==> src/rtl/sevenseg_pkg.sv <==
package sevenseg_pkg;

    localparam int DIGIT_W = 4;
    localparam int SEG_N   = 7;
    localparam int CODES   = 1 << DIGIT_W;
    localparam int DEC_MAX = 9;

    // a is the most significant bit, g the least
    typedef struct packed {
        logic a;
        logic b;
        logic c;
        logic d;
        logic e;
        logic f;
        logic g;
    } seg_t;

    localparam seg_t SEG_DARK = '0;

    function automatic seg_t mk(input logic [SEG_N-1:0] bits);
        return seg_t'(bits);
    endfunction

    // glyph for a decimal digit, tails optional
    function automatic seg_t decimal_glyph(input logic [DIGIT_W-1:0] v, input bit tails);
        seg_t s;
        case (v)
            4'd0: s = mk(7'b1111110);
            4'd1: s = mk(7'b0110000);
            4'd2: s = mk(7'b1101101);
            4'd3: s = mk(7'b1111001);
            4'd4: s = mk(7'b0110011);
            4'd5: s = mk(7'b1011011);
            4'd6: s = mk(7'b0011111);
            4'd7: s = mk(7'b1110000);
            4'd8: s = mk(7'b1111111);
            4'd9: s = mk(7'b1110011);
            default: s = SEG_DARK;
        endcase
        if (tails && v == 4'd6) s.a = 1'b1;
        if (tails && v == 4'd9) s.d = 1'b1;
        return s;
    endfunction

    // glyph for the letter codes 10..15
    function automatic seg_t letter_glyph(input logic [DIGIT_W-1:0] v);
        seg_t s;
        case (v)
            4'd10: s = mk(7'b1110111);
            4'd11: s = mk(7'b0011111);
            4'd12: s = mk(7'b1001110);
            4'd13: s = mk(7'b0111101);
            4'd14: s = mk(7'b1001111);
            4'd15: s = mk(7'b1000111);
            default: s = SEG_DARK;
        endcase
        return s;
    endfunction

endpackage

==> src/rtl/sevenseg_glyph.sv <==
module sevenseg_glyph
    import sevenseg_pkg::*;
#(
    parameter bit SHOW_TAILS = 1'b0,
    parameter bit SHOW_HEX   = 1'b0
) (
    input  logic [DIGIT_W-1:0] code,
    output seg_t               glyph
);

    logic over_range;
    seg_t dec_glyph;
    seg_t high_glyph;

    assign over_range = (code > DIGIT_W'(DEC_MAX));

    always_comb begin
        dec_glyph = decimal_glyph(code, SHOW_TAILS);
    end

    generate
        if (SHOW_HEX) begin : g_hex
            always_comb high_glyph = letter_glyph(code);
        end else begin : g_blank
            always_comb high_glyph = SEG_DARK;
        end
    endgenerate

    assign glyph = over_range ? high_glyph : dec_glyph;

endmodule

==> src/rtl/sevenseg_gate.sv <==
module sevenseg_gate
    import sevenseg_pkg::*;
(
    input  logic en,
    input  seg_t raw,
    output seg_t drive
);

    logic [SEG_N-1:0] raw_bits;
    logic [SEG_N-1:0] out_bits;

    assign raw_bits = raw;

    generate
        for (genvar i = 0; i < SEG_N; i++) begin : g_seg
            assign out_bits[i] = raw_bits[i] & en;
        end
    endgenerate

    assign drive = seg_t'(out_bits);

endmodule

==> src/rtl/sevenseg_decoder.sv <==
module sevenseg_decoder
    import sevenseg_pkg::*;
#(
    parameter bit SHOW_TAILS = 1'b0,
    parameter bit SHOW_HEX   = 1'b0
) (
    input  logic               en,
    input  logic [DIGIT_W-1:0] bcd,
    output logic [SEG_N-1:0]   seg
);

    seg_t glyph;
    seg_t drive;

    sevenseg_glyph #(
        .SHOW_TAILS (SHOW_TAILS),
        .SHOW_HEX   (SHOW_HEX)
    ) u_glyph (
        .code  (bcd),
        .glyph (glyph)
    );

    sevenseg_gate u_gate (
        .en    (en),
        .raw   (glyph),
        .drive (drive)
    );

    assign seg = drive;

endmodule

==> config.mk <==
export PLATFORM = sky130hd
export DESIGN_NAME = sevenseg_decoder
export DESIGN_NICKNAME = d
export VERILOG_FILES = /design/src/rtl/sevenseg_pkg.sv /design/src/rtl/sevenseg_glyph.sv /design/src/rtl/sevenseg_gate.sv /design/src/rtl/sevenseg_decoder.sv
export SDC_FILE = /design/constraint.sdc
export NUM_CORES = 1
export LEC_CHECK = 0
export ABC_AREA = 1
export BUFFER_PORTS_ARGS = -buffer_cell sky130_fd_sc_hd__buf_2
export CORE_AREA = 5 5 42 44
export DETAILED_ROUTE_END_ITERATION = 8
export DIE_AREA = 0 0 47 49
export SETUP_SLACK_MARGIN = 0.2
export SKIP_LAST_GASP = 1
export SLEW_MARGIN = 25
export SYNTH_ARGS = -nofsm -noshare
export SYNTH_HDL_FRONTEND = slang
export SYNTH_SLANG_ARGS = --single-unit
export TNS_END_PERCENT = 1
==> constraint.sdc <==
create_clock -name vclk -period 0.86
set_input_delay 0.172 -clock vclk [all_inputs]
set_output_delay 0.172 -clock vclk [all_outputs]
set_load 0.03 [all_outputs]
==> impl_metrics.toml, run 1 <==
[outcome]
status = "finished, violations left"
violations = "negative setup slack"

[setup_path]
required_ps = 690
cp-start-kind = "input pin"
path_class = "in -> out"
worstPathMaxFanout = 5
end_kind = "primary output"
crit_arrival_ps = 1000

[logic_synthesis]
postSynthCellCount = 43
netlist_top_cells_area = "ha_1 33%, nor2_1 18%, inv_1 13%"
synth_area_per_cell_um2 = 5.296
synth_warnings = 0
ys_seq_area_share_pct = 0
syn-num-nets = 54
synth.distinct_cells = 12
synth_area_um2 = 227.7
synth_top_area_share_pct = 32.97
synth_area_leader_cell = "ha_1"

[layout]
drive_gt1_share_pct = 70.49
final_common_cell = "nor2_4"
n_sequential_cell = 0
final_nets = 74
final_cell_mix = "8 x nor2_4, 7 x buf_4, 6 x inv_1, 6 x buf_6, 5 x nand2_2"
area_growth_syn_to_layout_pct = 151.6
fin_area_um2 = 573.1
regArea_um2 = 0
postLayoutCoreUtil_pct = 40.89
num_antenna_cells = 0
clock_buffers = 0

[power]
p_sw_mw = 0.1694
intPower_mw = 0.1319
pwr_density_cell_nw_per_um2 = 525.8
switching_share_pct = 56.23
p_comb_share_pct = 100.0
clkPwrFrac_pct = 0
p_seq_share_pct = 0
ir_drop_uv = 220.9
p_leak_nw = 0.2675

[placement]
io_buffers = 12
gp_congestion = 0.7096
dp_hpwl_um = 555.1
place_area_um2 = 457.9

[timing]
worst_pin_slew_ps = 189.3
layout_setup_ws_ps = -316.7
rsz0062_at_grt = "true"
slew_headroom_pct = 87.33
setup_viol = 7
period_share_pct = 136.8
min_period_ps = 1177
slew_violations = 0
hold_violations = 0
hold_ws_ps = 741.8
fmax_mhz = 849.8
setup_tns_ps = -2168

[cts]
postCtsHoldBufs = 0

[detailed_routing]
num_vias = 304
wl_per_cell_um = 9.000
drc = 0
drtIter0Drc = 0
ant_nets = 0
drt_wl_total_um = 693
viasPerCell = 3.948
drt_pre_antenna_iters = 1

[floorplanning]
fp-row-count = 14
io_pins = 12
start_util_pct = 16.25
chipHeight_um = 49
core_um2 = 1401
die_width_um = 47
dieArea_um2 = 2303

[global_route]
grt_antenna_before_repair = 0
grt_pass1_vias = 254
overflow = 0
grt_max_degree = 6
grt_pass1_wl_um = 1055
grt_usage_pct = 5.614

[min_path]
hp-class = "in -> out"
hold_depth = 4

[flow_run]
maxCapViolCount = 0
## final cells by class
type	instances	area [µm²]
fillers	156	828.3
repair buffers	18	175.2
multi-input cells	34	324.1
inverters	9	53.80
well taps	16	20.02
## synthesized netlist by cell type
| master | instances |
|---|---|
| o21ai_0 | 2 |
| nor2_2 | 1 |
| o21ai_1 | 1 |
| inv_2 | 1 |
| nand3_1 | 1 |
| ha_1 | 6 |
| nor3_1 | 1 |
| inv_1 | 8 |
| nor2_1 | 11 |
| nand2_2 | 1 |
| nand2_1 | 8 |
| a21oi_1 | 2 |
## per-stage QoR
step	cells	total power [mW]	setup slack (ps)
final	77	0.3013	-316.7
after global routing	77	0.3243	-352.4
after CTS	77	0.2731	-366.7
after detailed placement	77	0.2308	-521.6
after global placement	77	0.2296	-528.0
after floorplan	43	0.1508	-145.0
## power groups by stage
stage	combinational, mW	sequential [mW]	clock [mW]
3_5_place_dp	0.231	0	0
6_report	0.301	0	0
5_1_grt	0.324	0	0
4_1_cts	0.273	0	0
3_3_place_gp	0.230	0	0
2_1_floorplan	0.151	0	0
## worst max-delay path, cell delays in order
cell and delay (ps):
buf_12 100, inv_12 40, ha_4 140, o21ai_2 130, nand2_2 90, nand2_4 150, nor2_4 40, buf_6 130
## layer usage
metal / track usage [%] / vias to the layer above / wire length, µm
li1: - / 165 / -
met5: 0 / - / 0
met1: 8.043 / 132 / 251
met2: 9.502 / 7 / 393
met3: 0.3690 / 0 / 48
met4: 0 / 0 / 0
## worst paths after layout
path | from | to | slack [ps]
worst max-delay path | bcd[1] | seg[5] | -320
worst min-delay path | bcd[0] | seg[6] | 740
## kinds of logic after synthesis
logic type      share of synthesized area [%]
compound gates                          10.99
fa+ha+maj                               32.97
simple gates                            41.21
buf+inv                                 14.83
## what timing repair did
| item | CTS | global route |
|---|---|---|
| setup buffers | 0 | 0 |
| gates resized for setup | 22 | 12 |
| pin swaps | 6 | 5 |
| endpoints found under the setup margin | 7 | 7 |
No activity file was read; power rests on OpenSTA's default activity.
==> run 2, diff against run 1 <==
Settings changed: CELL_PAD_IN_SITES_DETAIL_PLACEMENT from default to 1, CELL_PAD_IN_SITES_GLOBAL_PLACEMENT from default to 1, PLACE_DENSITY_LB_ADDON from default to 0.1.
==> run 2 against run 1 <==
Effect of this change: the flow still finishes with violations (negative setup slack); wire length up 13%; utilization up 3.9 points; non-clock buffer count up 2; total power up 11%; worst setup slack worse by 28 ps; sequential share of layout area unchanged; cell area up 9.6%; maximum frequency down 2.4%; via count up 5.6%.
==> impl_metrics.toml, run 2 (synthesized netlist as in run 1, its figures left out) <==
[outcome]
status = "finished, violations left"
violations = "negative setup slack"

[setup_path]
required_ps = 690
end_kind = "primary output"
critPathMaxStageDelay_ps = 140
worstPathMaxFanout = 5
cp-start-kind = "input pin"
path_class = "in -> out"
startpoint = "bcd[1]"
timing.critical_path.slowest_stage_cell = "ha_4"
crit_arrival_ps = 1030
cp_cell_sequence = "buf_12 > inv_12 > ha_4 > o21ai_2 > nand2_2 > nand2_8 > nor2_4 > buf_6"

[global_route]
overflow = 0
grt_usage_pct = 7.579
grt_pass1_vias = 307
grt_max_degree = 7
grt_pass1_wl_um = 1393
grt_antenna_before_repair = 0

[floorplanning]
die_width_um = 47
io_pins = 12
dieArea_um2 = 2303
fp-row-count = 14
chipHeight_um = 49
start_util_pct = 16.25
core_um2 = 1401

[power]
pwr_density_cell_nw_per_um2 = 530.5
p_leak_nw = 0.2816
fin_total_pwr_mw = 0.3332
ir_drop_uv = 194.0

[layout]
final_common_cell = "nor2_4"
clock_buffers = 0
n_sequential_cell = 0
final_cell_mix = "10 x nor2_4, 9 x buf_4, 7 x nand2_2, 7 x buf_6, 6 x inv_1"
final_nets = 76
fin_cells = 79
area_growth_syn_to_layout_pct = 175.8
regArea_um2 = 0
fillers = 167
drive_gt1_share_pct = 77.78
multi_input_area_um2 = 357.8
num_antenna_cells = 0

[timing]
slew_violations = 0
hold_violations = 0
period_share_pct = 140.1
layout_setup_ws_ps = -345.2
min_period_ps = 1205
setup_viol = 7
worst_pin_slew_ps = 197.5
slew_headroom_pct = 86.78
rsz0062_at_grt = "true"
fmax_mhz = 829.8

[placement]
io_buffers = 12
dp_hpwl_um = 691.9
dp.cells = 78
gp_congestion = 0.6643

[detailed_routing]
drtIter0Drc = 2
drt_pre_antenna_iters = 2
viasPerCell = 4.063
drt_wl_total_um = 783
ant_nets = 0
wl_per_cell_um = 9.911
drc = 0
num_vias = 321

[min_path]
hp-class = "in -> out"
min_from = "en"

[flow_run]
maxCapViolCount = 0
-- run 2: changes by cell type in the layout (fill, tap and decap cells not counted), sizes merged --
cell / previous run / this run
buf: 18 / 20
-- run 2: power by group --
group	internal (mW)	switching (mW)	total, mW
clock	0	0	0
sequential	0	0	0
combinational	0.148	0.185	0.333
-- run 2: per-layer routing --
| metal | track usage (%) | wire (µm) | vias up |
|---|---|---|---|
| met5 | 0 | 0 | - |
| met4 | 0 | 0 | 0 |
| met3 | 0 | 37 | 0 |
| met2 | 12.22 | 436 | 7 |
| met1 | 11.74 | 309 | 145 |
| li1 | - | - | 169 |
-- run 2: what timing repair did --
item | in CTS | in global routing
endpoints found under the setup margin | 7 | 7
pin swaps | 7 | 14
hold buffers | 0 | 0
setup buffers | 0 | 1
gates resized for setup | 26 | 20
-- run 2: through the flow --
step,setup TNS (ps),hold slack [ps],utilization [%],area (µm²),setup slack [ps]
floorplan,-896.7,514.7,-,332.8,-145.0
global placement,-3645,888.5,33.21,465.4,-558.6
detailed placement,-3622,883.7,33.21,465.4,-564.5
CTS,-2548,747.8,39.38,551.8,-371.7
global route,-2601,836.2,44.82,628.1,-381.2
finish,-2321,807.6,44.82,628.1,-345.2
-- run 2: critical path, delay by kind of cell --
family / cells / cell delay [ps]
buffers and inverters: 3 / 270
adders and majority gates: 1 / 140
AOI/OAI and AO/OA: 1 / 130
and+or+nand+nor: 3 / 310
-- run 2: final timing paths --
| kind | end | depth (start not counted) | slack [ps] |
|---|---|---|---|
| worst min-delay path | seg[3] | 5 | 810 |
| worst max-delay path | seg[6] | 8 | -350 |
-- run 2: final cells by class --
cell class / count / area share (%)
Inverter: 9 / 8.566
Multi-Input combinational cell: 34 / 56.97
Tap cell: 16 / 3.187
Timing Repair Buffer: 20 / 31.27
==> run 3, diff against run 2 <==
Clock period 0.86 ns to 1.1 ns, I/O delays scaled along.
==> run 3 against run 2 <==
Effect of this change: the run still ends with negative setup slack left; total power is 25% lower; combinational power shrank 25%; sequential share of layout area unchanged; critical endpoint is now seg[1].
==> impl_metrics.toml, run 3 (synthesized netlist as in run 1, its figures left out) <==
[min_path]
hp-class = "in -> out"

[timing]
rsz0062_at_grt = "true"
slew_violations = 0
min_period_ps = 1303
fmax_mhz = 767.6
hold_ws_ps = 836.9
setup_viol = 7
worst_pin_slew_ps = 219.5
period_share_pct = 118.4
slew_headroom_pct = 85.29
layout_setup_ws_ps = -202.8
hold_violations = 0

[setup_path]
path_class = "in -> out"
cp-endpoint = "seg[1]"
end_kind = "primary output"
startpoint = "bcd[1]"
required_ps = 880
cp_cell_sequence = "buf_12 > inv_12 > ha_4 > o21ai_2 > nand2_2 > nand2_8 > nor2_4 > buf_6"
worstPathMaxFanout = 5
cp-start-kind = "input pin"
crit_arrival_ps = 1080
critPathMaxStageDelay_ps = 140
timing.critical_path.slowest_stage_cell = "ha_4"

[power]
ir_drop_uv = 129.6
pwr_density_cell_nw_per_um2 = 413.5
p_leak_nw = 0.2706

[layout]
final_common_cell = "nor2_4"
final_cell_mix = "8 x nor2_4, 7 x buf_6, 6 x inv_1, 6 x nand2_2, 6 x buf_4"
postLayoutCoreUtil_pct = 43.21
area_growth_syn_to_layout_pct = 165.9
drive_gt1_share_pct = 73.77
clock_buffers = 0
fin_cells = 77
n_sequential_cell = 0
final_nets = 74
num_antenna_cells = 0
regArea_um2 = 0

[global_route]
grt_usage_pct = 7.579
grt_antenna_before_repair = 0
grt_pass1_vias = 328
grt_pass1_wl_um = 1400
grt_max_degree = 7
overflow = 0

[placement]
dp.cells = 77
gp_congestion = 0.6816
io_buffers = 12
dp_hpwl_um = 630.9

[detailed_routing]
ant_nets = 0
drc = 0
drt_wl_total_um = 756
wl_per_cell_um = 9.818
viasPerCell = 4.117
drt_pre_antenna_iters = 1
num_vias = 317
drtIter0Drc = 0

[floorplanning]
io_pins = 12
start_util_pct = 16.25
dieArea_um2 = 2303
chipHeight_um = 49
fp-row-count = 14
die_width_um = 47
core_um2 = 1401

[outcome]
violations = "negative setup slack"
status = "finished, violations left"

[cts]
cts_setup_buffers = 0

[flow_run]
maxCapViolCount = 0
run 3: worst min-delay path by stage:
stage               startpoint      to  slack (ps)  cells after the start
floorplan                   en  seg[2]         610                      2
global placement        bcd[3]  seg[0]         980                      5
detailed placement      bcd[3]  seg[0]         980                      5
CTS                     bcd[0]  seg[6]         840                      4
global route            bcd[0]  seg[6]         860                      4
finish                  bcd[0]  seg[6]         840                      4
run 3: layer usage:
layer | part of all wire (%) | up-vias | global-route usage, %
met3 | 5.7 | 0 | 0.3690
met1 | 35 | 142 | 9.783
met4 | 0 | 0 | 0
met2 | 59 | 7 | 14.03
met5 | 0 | - | 0
li1 | - | 168 | -
run 3: layout make-up:
cell class | count | area (µm²)
Multi-Input combinational cell | 34 | 352.8
Tap cell | 16 | 20.02
Fill cell | 169 | 795.8
Timing Repair Buffer | 18 | 178.9
Inverter | 9 | 53.80
run 3: where the power goes:
| group | internal, mW | switching, mW | total, mW |
|---|---|---|---|
| Combinational | 0.108 | 0.142 | 0.250 |
| Clock | 0 | 0 | 0 |
| Sequential | 0 | 0 | 0 |
| Total | 0.108 | 0.142 | 0.250 |
run 3: worst max-delay path: cells and delay by family:
kind                       cells  cell delay (ps)
buffers and inverters          3              270
and+or+nand+nor                3              300
AOI/OAI and AO/OA              1              140
adders and majority gates      1              140
run 3: what timing repair did:
| item | in CTS | in global routing |
|---|---|---|
| gates resized for setup | 27 | 15 |
| pin swaps | 8 | 6 |
| hold buffers | 0 | 0 |
| endpoints found under the setup margin | 7 | 7 |
run 3: per-stage QoR:
step	cell area [µm²]	setup TNS (ps)	total power, mW	setup WS, ps
6_report	605.6	-1371	0.2504	-202.8
3_3_place_gp	457.9	-2751	0.1850	-408.3
4_1_cts	545.5	-1474	0.2262	-217.5
3_5_place_dp	457.9	-2740	0.1838	-405.9
2_1_floorplan	332.8	-0.9941	0.1179	-0.9941
5_1_grt	605.6	-1722	0.2716	-263.5
